**src/rtl/sem_pkg.sv**
```systemverilog
package sem_pkg;
  typedef enum logic [1:0] {
    TK_FREE  = 2'd0,
    TK_LEFT  = 2'd1,
    TK_RIGHT = 2'd2
  } tok_owner_e;

  typedef struct packed {
    tok_owner_e owner;
    logic       pend_l;
    logic       pend_r;
  } tok_state_t;
endpackage

```
**src/rtl/sem_port_decode.sv**
```systemverilog
module sem_port_decode #(
  parameter int NUM_TOK = 8,
  parameter int IDX_W   = (NUM_TOK > 1) ? $clog2(NUM_TOK) : 1
) (
  input  logic               sem_sel,
  input  logic               ram_ce,
  input  logic [IDX_W-1:0]   tok_idx,
  input  logic               wr_en,
  input  logic               wr_val,
  output logic               rd_en,
  output logic [NUM_TOK-1:0] req_vec,
  output logic [NUM_TOK-1:0] rel_vec
);
  logic acc_ok;
  assign acc_ok = sem_sel & ~ram_ce;
  assign rd_en  = acc_ok & ~wr_en;

  for (genvar g = 0; g < NUM_TOK; g++) begin : g_dec
    logic hit;
    assign hit        = acc_ok & wr_en & (tok_idx == IDX_W'(g));
    assign req_vec[g] = hit & ~wr_val;
    assign rel_vec[g] = hit &  wr_val;
  end
endmodule

```
**src/rtl/sem_token_cell.sv**
```systemverilog
module sem_token_cell
  import sem_pkg::*;
(
  input  logic clk,
  input  logic rst,
  input  logic req_l,
  input  logic rel_l,
  input  logic req_r,
  input  logic rel_r,
  output logic own_l,
  output logic own_r
);
  tok_state_t cur, nxt;

  always_comb begin
    nxt = cur;
    // withdrawals of pending requests
    if (rel_l && cur.pend_l) nxt.pend_l = 1'b0;
    if (rel_r && cur.pend_r) nxt.pend_r = 1'b0;
    // releases by the holder, with hand-over to a waiting requester
    if (rel_l && cur.owner == TK_LEFT) begin
      if (nxt.pend_r) begin
        nxt.owner  = TK_RIGHT;
        nxt.pend_r = 1'b0;
      end else begin
        nxt.owner = TK_FREE;
      end
    end
    if (rel_r && cur.owner == TK_RIGHT) begin
      if (nxt.pend_l) begin
        nxt.owner  = TK_LEFT;
        nxt.pend_l = 1'b0;
      end else begin
        nxt.owner = TK_FREE;
      end
    end
    // requests, left first
    if (req_l) begin
      if (nxt.owner == TK_FREE)       nxt.owner  = TK_LEFT;
      else if (nxt.owner == TK_RIGHT) nxt.pend_l = 1'b1;
    end
    if (req_r) begin
      if (nxt.owner == TK_FREE)      nxt.owner  = TK_RIGHT;
      else if (nxt.owner == TK_LEFT) nxt.pend_r = 1'b1;
    end
  end

  always_ff @(posedge clk) begin
    if (rst) begin
      cur.owner  <= TK_FREE;
      cur.pend_l <= 1'b0;
      cur.pend_r <= 1'b0;
    end else begin
      cur <= nxt;
    end
  end

  assign own_l = (cur.owner == TK_LEFT);
  assign own_r = (cur.owner == TK_RIGHT);
endmodule

```
**src/rtl/sem_read_port.sv**
```systemverilog
module sem_read_port #(
  parameter int NUM_TOK = 8,
  parameter int IDX_W   = (NUM_TOK > 1) ? $clog2(NUM_TOK) : 1
) (
  input  logic               clk,
  input  logic               rst,
  input  logic               rd_en,
  input  logic [IDX_W-1:0]   tok_idx,
  input  logic [NUM_TOK-1:0] own_vec,
  output logic               rd_val
);
  always_ff @(posedge clk) begin
    if (rst)        rd_val <= 1'b1;
    else if (rd_en) rd_val <= ~own_vec[tok_idx];
  end
endmodule

```
**src/rtl/sem_bank_unit.sv**
```systemverilog
module sem_bank_unit #(
  parameter int NUM_TOK = 8,
  parameter int IDX_W   = (NUM_TOK > 1) ? $clog2(NUM_TOK) : 1
) (
  input  logic             clk,
  input  logic             rst,
  input  logic             l_sem_sel,
  input  logic             l_ram_ce,
  input  logic [IDX_W-1:0] l_tok_idx,
  input  logic             l_wr_en,
  input  logic             l_wr_val,
  output logic             l_rd_val,
  input  logic             r_sem_sel,
  input  logic             r_ram_ce,
  input  logic [IDX_W-1:0] r_tok_idx,
  input  logic             r_wr_en,
  input  logic             r_wr_val,
  output logic             r_rd_val
);
  logic               l_rd_en, r_rd_en;
  logic [NUM_TOK-1:0] l_req, l_rel, r_req, r_rel;
  logic [NUM_TOK-1:0] l_own, r_own;

  sem_port_decode #(.NUM_TOK(NUM_TOK), .IDX_W(IDX_W)) u_dec_l (
    .sem_sel(l_sem_sel), .ram_ce(l_ram_ce), .tok_idx(l_tok_idx),
    .wr_en(l_wr_en), .wr_val(l_wr_val),
    .rd_en(l_rd_en), .req_vec(l_req), .rel_vec(l_rel)
  );

  sem_port_decode #(.NUM_TOK(NUM_TOK), .IDX_W(IDX_W)) u_dec_r (
    .sem_sel(r_sem_sel), .ram_ce(r_ram_ce), .tok_idx(r_tok_idx),
    .wr_en(r_wr_en), .wr_val(r_wr_val),
    .rd_en(r_rd_en), .req_vec(r_req), .rel_vec(r_rel)
  );

  for (genvar g = 0; g < NUM_TOK; g++) begin : g_tok
    sem_token_cell u_cell (
      .clk(clk), .rst(rst),
      .req_l(l_req[g]), .rel_l(l_rel[g]),
      .req_r(r_req[g]), .rel_r(r_rel[g]),
      .own_l(l_own[g]), .own_r(r_own[g])
    );
  end

  sem_read_port #(.NUM_TOK(NUM_TOK), .IDX_W(IDX_W)) u_rd_l (
    .clk(clk), .rst(rst), .rd_en(l_rd_en), .tok_idx(l_tok_idx),
    .own_vec(l_own), .rd_val(l_rd_val)
  );

  sem_read_port #(.NUM_TOK(NUM_TOK), .IDX_W(IDX_W)) u_rd_r (
    .clk(clk), .rst(rst), .rd_en(r_rd_en), .tok_idx(r_tok_idx),
    .own_vec(r_own), .rd_val(r_rd_val)
  );
endmodule

```
**config.mk**
```make
export PLATFORM = sky130hd
export DESIGN_NAME = sem_bank_unit
export DESIGN_NICKNAME = d
export VERILOG_FILES = /design/src/rtl/sem_pkg.sv /design/src/rtl/sem_port_decode.sv /design/src/rtl/sem_token_cell.sv /design/src/rtl/sem_read_port.sv /design/src/rtl/sem_bank_unit.sv
export SDC_FILE = /design/constraint.sdc
export NUM_CORES = 1
export LEC_CHECK = 0
export BUFFER_PORTS_ARGS = -buffer_cell sky130_fd_sc_hd__buf_2
export CELL_PAD_IN_SITES_DETAIL_PLACEMENT = 1
export CELL_PAD_IN_SITES_GLOBAL_PLACEMENT = 1
export CORE_MARGIN = 2
export CORE_UTILIZATION = 45
export CTS_CLUSTER_DIAMETER = 30
export DETAILED_ROUTE_END_ITERATION = 10
export PLACE_DENSITY_LB_ADDON = 0.1
export SKIP_CTS_REPAIR_TIMING = 1
export SYNTH_ARGS = -nofsm -noshare
export SYNTH_HDL_FRONTEND = slang
export SYNTH_SLANG_ARGS = --single-unit
```
**constraint.sdc**
```tcl
create_clock -name clk -period 2.2 [get_ports clk]
set_clock_uncertainty 0.05 [all_clocks]
set_input_delay 0.22 -clock clk [delete_from_list [all_inputs] [get_ports clk]]
set_output_delay 0.22 -clock clk [all_outputs]
set_load 0.005 [all_outputs]
```
==> run_results.csv, run 1 <==
group,metric,value,unit
run_status,status,"complete, no violations",
drt,num_vias,2438,
power_and_ir_drop,leakagePower,0.8472,nW
synthesis,synthCells,306,
worst_setup_path,reg2reg_slack,510,ps
synthesis,ys.flop_type,"dfxtp_1",
global_routing,grt_pass1_wl,12280,µm
worst_setup_path,critPathCaptureType,"flop",
global_routing,grt_pass1_vias,2448,
cells_and_area,num-nets-final,336,
global_routing,grt_overflow,0,
synthesis,synth_seq_cells,34,
flow_run,maxCapViolCount,0,
sta,setup_viol,0,
cts,h-tree-depth,2,
drt,wirelength,7315,µm
cts,clkTransAtPathRegs,70,ps
cts,clock_path_buffers,2,
worst_setup_path,cp.arrival,1850,ps
min_path,holdCritPathClass,"in -> reg",
synthesis,async_reset_ff_share,0,%
worst_setup_path,crit_chain,"buf_2 > nand4b_2 > nor4_1 > o21a_1 > a2bb2oi_1 > o21ai_1",
worst_setup_path,start_kind,"input pin",
sta,period_needed,1724,ps
placement,io_buffer_count,17,
floorplanning,die_h,76.93,µm
cts,cts_buffers,5,
sta,relSlewSlack,60.94,%
cts,clock_latency,300,ps
sta,setup_ws,476.1,ps
worst_setup_path,required,2330,ps
worst_setup_path,path_class,"in -> reg",
synthesis,seq_area_frac_synth,28.44,%
synthesis,yosysTopAreaCellShare,28.44,%
placement,gp_congestion,0.9345,
drt,vias_per_cell,6.251,
sta,grt_setup_unrepaired,"false",
sta,drv_slew,0,
cells_and_area,nFillCells,670,
global_routing,antenna_found_initial,0,
global_routing,grt_max_degree,17,
placement,place_ws,210.5,ps
cts,tritoncts_num_sinks,34,
power_and_ir_drop,power,1.218,mW
drt,drt_iter0_markers,181,
floorplanning,row_count,26,
placement,dp_hpwl,5444,µm
placement,dp_cells,383,
floorplanning,coreArea,0.005107,mm²
drt,wire_per_inst,18.76,µm
synthesis,synth_common_cells,"dfxtp_1 (34), nand2_1 (25), a21oi_1 (21), nor2_1 (21)",
cts,cts_tree,"yes",
drt,post-route-drc-count,0,
floorplanning,start_util,46.86,%
cells_and_area,drive_gt1_share,13.75,%
cts,clockRootBuffer,"clkbuf_8",
synthesis,synth_area_leaders,"dfxtp_1 (28%), nand2b_1 (4.4%), a21oi_1 (4.4%)",
worst_setup_path,critical_path_peak_fanout,10,
synthesis,synth_most_common_cell,"dfxtp_1",
sta,finalHoldViolations,0,
worst_setup_path,crit_path_max_incr_delay,610,ps
synthesis,syn_area,0.002394,mm²
global_routing,track_usage,26.18,%
floorplanning,die-area,0.005918,mm²
power_and_ir_drop,powerDensity,471.2,mW/mm²
power_and_ir_drop,peakVddDrop,0.2718,mV
worst_setup_path,slowest_stage,"nor4_1",
sta,max_freq,0.5801,GHz
cells_and_area,syn_to_final_growth,7.998,%
synthesis,syn_nets,322,
sta,fin_crit_sh,78.36,%
synthesis,synth-warning-count,0,
sta,fin_setup_tns,0,ps
floorplanning,die_w,76.93,µm
cells_and_area,num_antenna_cells,0,
synthesis,avgSynthCellArea,7.822,µm²
synthesis,yosysUniqueCellTypes,61,
synthesis,synth_edf_count,0,
drt,drt-pass1-iter-count,4,
floorplanning,num_io_pins,18,
drt,ant_nets,0,
synthesis,synth.largest_area_cell,"dfxtp_1",
sta,worst-slew-pin-transition,580.5,ps
cells_and_area,fin_cells,390,
[worst paths after layout]
kind,start,endpoint,depth (start not counted)
setup / recovery,l_wr_val,g_tok[3].u_cell.cur[0],6
hold / removal,r_wr_en,u_rd_r.rd_val,2
setup reg to reg,g_tok[3].u_cell.cur[3],g_tok[3].u_cell.cur[0],5
hold reg to reg,g_tok[3].u_cell.cur[0],g_tok[3].u_cell.cur[0],2
[power by group]
part | switching, mW | leakage, nW | internal, mW | total (mW)
registers | 0.00388 | 0.274 | 0.619 | 0.623
clock network | 0.236 | 0.0383 | 0.218 | 0.454
logic | 0.0954 | 0.535 | 0.0452 | 0.141
[per-layer routing]
metal  up-vias  routed length [µm]  GRT usage [%]
met5         -                   0              0
met4         0                  78          8.182
met3         8                 314          4.235
met2        47                3465          43.25
met1      1202                3457          34.97
li1       1181                   -              -
[worst max-delay path: cells and delay by family]
| family | cells | cell delay [ps] |
|---|---|---|
| and+or+nand+nor | 2 | 890 |
| AOI/OAI and AO/OA | 3 | 520 |
| buffers and inverters | 1 | 230 |
[flip-flops by register name, indices dropped and copies added (netlist names)]
register and cells:
g_tok.u_cell.cur 32, u_rd_l.rd_val 1, u_rd_r.rd_val 1
[cells by family (layout without fill, tap and decap cells)]
| logic type | after synthesis | count (layout) | share of synthesized area [%] |
|---|---|---|---|
| AO/OA/AOI/OAI | 86 | 86 | 23.52 |
| AND/OR/NAND/NOR | 165 | 165 | 40.62 |
| flip-flops | 34 | 34 | 28.44 |
| multiplexers | 3 | 3 | 2.823 |
| buffers and inverters | 18 | 32 | 4.600 |
[per-stage QoR]
stage          area (µm²)  utilization, %  hold WS (ps)
2_1_floorplan        2394               -         272.2
3_3_place_gp         2509           49.12         403.4
3_5_place_dp         2509           49.12         416.5
4_1_cts              2585           50.61         117.8
5_1_grt              2585           50.61         153.5
6_report             2585           50.61         121.9
[cells in the final DEF (no fill, tap or decap), drive strengths merged, types with 4 or more instances in the layout]
master / n
nand3: 18
nand2b: 18
buf: 23
clkbuf: 7
or3: 8
or2: 4
o21ai: 23
a31oi: 9
nor3: 17
nor2b: 16
nand2: 25
nor2: 21
o31ai: 6
o21a: 5
nand4: 11
a21oi: 22
and3: 4
dfxtp: 34
[final cells by class]
class / instances / area [µm²] / share of cell area [%]
Multi-Input combinational cell: 254 / 1603 / 62.00
Timing Repair Buffer: 23 / 130.1 / 5.034
Sequential cell: 34 / 680.7 / 26.33
Clock buffer: 7 / 76.32 / 2.953
Tap cell: 70 / 87.58 / 3.388
Inverter: 2 / 7.507 / 0.2904
Note: power is estimated with default switching activity, not from simulation.
==> run 2: changes to the inputs <==
==> constraint.sdc (replaced) <==
create_clock -name clk -period 1.7 [get_ports clk]
set_clock_uncertainty 0.05 [all_clocks]
set_input_delay 0.17 -clock clk [delete_from_list [all_inputs] [get_ports clk]]
set_output_delay 0.17 -clock clk [all_outputs]
set_load 0.005 [all_outputs]
==> run 2 against run 1 <==
  * Power grew 36%
  * Core utilization increased by 5.3 points
  * Largest cell class unchanged
  * Critical endpoint is now u_rd_l.rd_val
  * Largest power group unchanged
  * Die area stayed put
  * Flip-flop and latch count unchanged
  * Sequential share of layout area fell by 2.5 points
  * Critical path depth is 2 lower
==> run_results.csv, run 2 (synthesis results as in run 1) <==
group,metric,value,unit
floorplanning,coreArea,0.005107,mm²
cells_and_area,num-nets-final,369,
cells_and_area,num_antenna_cells,0,
power_and_ir_drop,leakagePower,1.017,nW
placement,dp_hpwl,6257,µm
cells_and_area,syn_to_final_growth,19.24,%
sta,max_freq,0.6216,GHz
cells_and_area,final_cell_mix,"buf_4 (39), dfxtp_1 (34), nand2_1 (25)",
power_and_ir_drop,pwr-share-comb,13.3,%
cts,cts_tree,"yes",
sta,worst-slew-pin-transition,493.5,ps
worst_setup_path,cp.arrival,1800,ps
power_and_ir_drop,peakVddDrop,0.3512,mV
placement,gp_congestion,0.8686,
global_routing,grt_overflow,0,
sta,period_needed,1609,ps
drt,ant_nets,0,
cells_and_area,largest_reg_flops,32,
worst_setup_path,start_kind,"flop",
power_and_ir_drop,p_int,1.216,mW
drt,vias_per_cell,6.229,
run_status,status,"complete, no violations",
sta,finalHoldViolations,0,
drt,wire_per_inst,18.99,µm
floorplanning,die_h,76.93,µm
cells_and_area,final_common_cell,"buf_4",
cts,tritoncts_num_sinks,34,
cts,h-tree-depth,2,
cells_and_area,top_register,"g_tok.u_cell.cur",
cts,clock_latency,300,ps
global_routing,track_usage,28.96,%
placement,io_buffer_count,17,
worst_setup_path,path_buf_inv,0,
sta,setup_viol,0,
worst_setup_path,critical_path_peak_fanout,7,
drt,drt_iter0_markers,200,
floorplanning,start_util,46.86,%
sta,grt_setup_unrepaired,"false",
power_and_ir_drop,p_sw_share,26.62,%
cells_and_area,drive_gt1_share,22.60,%
floorplanning,die-area,0.005918,mm²
cells_and_area,fin_cells,424,
worst_setup_path,crit_path_max_incr_delay,480,ps
worst_setup_path,cp_top_family,"multiplexers",
cts,clockRootBuffer,"clkbuf_8",
cells_and_area,final_cell_area,0.002854,mm²
min_path,holdCritPathClass,"in -> reg",
worst_setup_path,required,1890,ps
sta,drv_slew,0,
floorplanning,row_count,26,
floorplanning,num_io_pins,18,
drt,post-route-drc-count,0,
power_and_ir_drop,seqPwrFrac,48.6,%
cts,cts_buffers,5,
worst_setup_path,slowest_stage,"mux4_2",
worst_setup_path,crit_chain,"nor2b_1 > mux4_2 > a2111o_1 > nand3_1",
cells_and_area,reg_top3,"g_tok.u_cell.cur: 32 flops, u_rd_l.rd_val: 1 flops, u_rd_r.rd_val: 1 flops",
power_and_ir_drop,powerDensity,580.7,mW/mm²
worst_setup_path,path_class,"reg -> reg",
drt,drt-pass1-iter-count,4,
cts,clkTransAtPathRegs,80,ps
cts,clock_path_buffers,2,
sta,relSlewSlack,66.82,%
global_routing,grt_pass1_wl,13540,µm
global_routing,grt_max_degree,13,
placement,postPlaceCellArea,0.002756,mm²
drt,wirelength,8053,µm
drt,num_vias,2641,
power_and_ir_drop,switching_power,0.4411,mW
placement,dp_cells,416,
floorplanning,die_w,76.93,µm
power_and_ir_drop,p_clk_share,38.1,%
global_routing,grt_pass1_vias,2814,
global_routing,antenna_found_initial,0,
worst_setup_path,critPathCaptureType,"flop",
sta,fin_crit_sh,94.64,%
flow_run,maxCapViolCount,0,
==> run 2: cell count changes in the layout (fill, tap and decap cells not counted) <==
cell      delta
buf_4       +33
clkbuf_1     -1
clkbuf_8     +1
clkinv_2     +1
nor4_1       -1
nor4_2       +1
==> run 2: path summary, 6_finish.rpt <==
check,start,endpoint,slack (ps),cells after the start
setup / recovery,g_tok[3].u_cell.cur[3],u_rd_l.rd_val,90,4
hold / removal,r_wr_en,u_rd_r.rd_val,70,2
setup reg to reg,g_tok[3].u_cell.cur[3],u_rd_l.rd_val,90,4
hold reg to reg,g_tok[3].u_cell.cur[0],g_tok[3].u_cell.cur[0],430,2
==> run 2: layout make-up <==
cell class	count	area (µm²)
fill	679	2253
multi-input combinational	254	1609
sequential	34	680.7
timing repair buffer	56	377.9
tap	70	87.58
clock buffer	7	86.33
inverter	2	7.507
clock inverter	1	5.005
==> run 2: per-stage QoR <==
step	setup TNS (ps)	util [%]	worst slack, ps	power (mW)	hold slack, ps
final	0	55.88	91.17	1.657	70.36
after global routing	0	55.88	36.27	1.723	79.89
after CTS	0	55.76	89.52	1.670	65.20
after detailed placement	-86.72	53.97	-60.86	1.039	380.4
after global placement	0	53.97	57.46	1.033	370.5
after floorplan	0	-	71.31	0.9420	222.2
==> run 2: power by group through the flow <==
stage | Sequential (mW) | Combinational (mW) | Clock (mW)
2_1_floorplan | 0.824 | 0.119 | 0
3_3_place_gp | 0.824 | 0.209 | 0
3_5_place_dp | 0.824 | 0.215 | 0
4_1_cts | 0.806 | 0.218 | 0.647
5_1_grt | 0.806 | 0.240 | 0.677
6_report | 0.806 | 0.221 | 0.631
==> run 2: metal layers <==
layer	track usage, %	routed length (µm)	share of wire, %	up-vias
met3	5.765	382	4.7	21
met1	34.80	3555	44	1303
met2	49.74	3899	48	70
met4	13.09	215	2.7	0
li1	-	-	-	1247
met5	0	0	0	-
==> run 3: changes to the inputs <==
--- a/config.mk
+++ b/config.mk
@@ -12,6 +12,8 @@
 export CORE_UTILIZATION = 45
 export CTS_CLUSTER_DIAMETER = 30
 export DETAILED_ROUTE_END_ITERATION = 10
+export GPL_TIMING_DRIVEN = 0
+export MAX_ROUTING_LAYER = met4
 export PLACE_DENSITY_LB_ADDON = 0.1
 export SKIP_CTS_REPAIR_TIMING = 1
 export SYNTH_ARGS = -nofsm -noshare
==> run 3 against run 2 <==
  * Global-route usage fell by 0.82 points
  * Core utilization fell by 4.1 points
  * Worst setup slack got worse by 23 ps
  * Design area fell by 7.3%
  * Via count fell by 5.7%
  * Sequential share of layout area rose by 2.0 points
  * First-iteration DRC count fell by 14%
  * Clock-buffer cell count did not move
  * Die area did not move
  * Clock power fell by 6.3%
  * Sequential power barely moved
  * Largest cell class unchanged
==> run_results.csv, run 3 (synthesis results as in run 1) <==
group,metric,value,unit
run_status,status,"complete, no violations",
worst_setup_path,path_depth,4,
cells_and_area,utilization,51.79,%
drt,post-route-drc-count,0,
power_and_ir_drop,peakVddDrop,0.3996,mV
global_routing,grt_max_degree,11,
cells_and_area,regArea,683.2,µm²
drt,ant_nets,0,
min_path,hold_path_depth,2,
cts,clock_path_buffers,2,
drt,drt-pass1-iter-count,4,
cts,h-tree-depth,2,
worst_setup_path,path_buf_inv,0,
cells_and_area,largest_reg_flops,32,
sta,fin_crit_sh,95.98,%
power_and_ir_drop,powerDensity,603.2,mW/mm²
cells_and_area,num-nets-final,342,
flow_run,maxCapViolCount,0,
floorplanning,die-area,0.005918,mm²
cells_and_area,syn_to_final_growth,10.51,%
floorplanning,coreArea,0.005107,mm²
power_and_ir_drop,leakagePower,0.8589,nW
drt,drt_iter0_markers,173,
cells_and_area,fin_cells,396,
drt,vias_per_cell,6.288,
cts,tritoncts_num_sinks,34,
sta,grt_setup_unrepaired,"false",
floorplanning,die_h,76.93,µm
floorplanning,num_io_pins,18,
placement,postPlaceCellArea,0.002546,mm²
worst_setup_path,critical_path_peak_fanout,6,
worst_setup_path,crit_path_max_incr_delay,480,ps
sta,drv_slew,0,
placement,gp_congestion,0.9456,
cells_and_area,final_cell_mix,"dfxtp_1 (32), nand2_1 (25), a21oi_1 (21), nor2_1 (21)",
cells_and_area,num_antenna_cells,0,
global_routing,antenna_found_initial,0,
placement,io_buffer_count,13,
worst_setup_path,r2r.worst_path.cells,4,
floorplanning,row_count,26,
cells_and_area,reg_top3,"g_tok.u_cell.cur: 32 flops, u_rd_l.rd_val: 1 flops, u_rd_r.rd_val: 1 flops",
global_routing,grt_pass1_vias,2465,
cts,clockRootBuffer,"clkbuf_8",
worst_setup_path,rr_endpoint,"u_rd_l.rd_val",
worst_setup_path,required,1880,ps
worst_setup_path,crit_start,"g_tok[7].u_cell.cur[2]",
cells_and_area,multiInputGateArea,0.001623,mm²
cells_and_area,final_common_cell,"dfxtp_1",
drt,wire_per_inst,19.58,µm
sta,setup_viol,0,
sta,relSlewSlack,55.65,%
drt,num_vias,2490,
cells_and_area,final_cell_area,0.002645,mm²
worst_setup_path,start_kind,"flop",
sta,period_needed,1632,ps
placement,dp_hpwl,5699,µm
worst_setup_path,critPathCaptureType,"flop",
sta,fin_setup_tns,0,ps
cts,cts_tree,"yes",
worst_setup_path,slowest_stage,"mux4_2",
global_routing,track_usage,28.14,%
global_routing,grt_overflow,0,
cells_and_area,top_register,"g_tok.u_cell.cur",
cts,cts_buffers,5,
sta,holdWs,71.26,ps
worst_setup_path,crit_end,"u_rd_l.rd_val",
worst_setup_path,r2r_start,"g_tok[7].u_cell.cur[2]",
cts,clkTransAtPathRegs,70,ps
worst_setup_path,cp.arrival,1810,ps
cts,clock_latency,290,ps
min_path,holdCritPathClass,"in -> reg",
cells_and_area,drive_gt1_share,14.42,%
drt,wirelength,7753,µm
global_routing,grt_pass1_wl,12670,µm
cells_and_area,nFillCells,677,
sta,worst-slew-pin-transition,665.3,ps
placement,dp_cells,389,
worst_setup_path,cp_top_family,"multiplexers",
worst_setup_path,reg2reg_slack,70,ps
worst_setup_path,path_class,"reg -> reg",
worst_setup_path,crit_chain,"nor2b_1 > mux4_2 > a2111o_1 > nand3_1",
sta,max_freq,0.6129,GHz
floorplanning,die_w,76.93,µm
floorplanning,start_util,46.86,%
sta,finalHoldViolations,0,
run 3: cell count changes in the layout (fill, tap and decap cells not counted), sizes merged:
cell,before,now
clkinv,1,0
clkbuf,7,15
buf,56,21
run 3: metrics by stage:
step           power (mW)  setup WS (ps)
3_5_place_dp        1.016         -529.4
6_report            1.596          68.42
5_1_grt             1.655          5.180
3_3_place_gp        1.011         -534.8
4_1_cts             1.605         -223.7
2_1_floorplan      0.9420          71.31
run 3: metal layers:
metal / track usage, % / share of wire [%] / wire (µm)
met1: 36.41 / 47 / 3615
met2: 44.30 / 47 / 3648
met3: 4.824 / 4.3 / 337
met4: 10.18 / 2.0 / 152
met5: - / 0 / 0
run 3: area by class of cell:
class | instances | share of cell area (%)
Sequential cell | 34 | 25.83
Tap cell | 70 | 3.311
Clock buffer | 7 | 2.886
Multi-Input combinational cell | 254 | 61.35
Inverter | 2 | 0.2838
Timing Repair Buffer | 13 | 2.460
Buffer | 16 | 3.879
run 3: where the power goes:
group / total [mW] / switching (mW) / internal (mW)
clock: 0.591 / 0.308 / 0.283
combinational: 0.198 / 0.132 / 0.0661
sequential: 0.806 / 0.00490 / 0.801
run 3: worst min path at each step:
stage                       start             to  slack [ps]
after CTS                 r_wr_en  u_rd_r.rd_val          60
after detailed placement  r_wr_en  u_rd_r.rd_val         380
after floorplan           r_wr_en  u_rd_r.rd_val         220
after global placement    r_wr_en  u_rd_r.rd_val         370
final                     r_wr_en  u_rd_r.rd_val          70
after global routing      r_wr_en  u_rd_r.rd_val          70
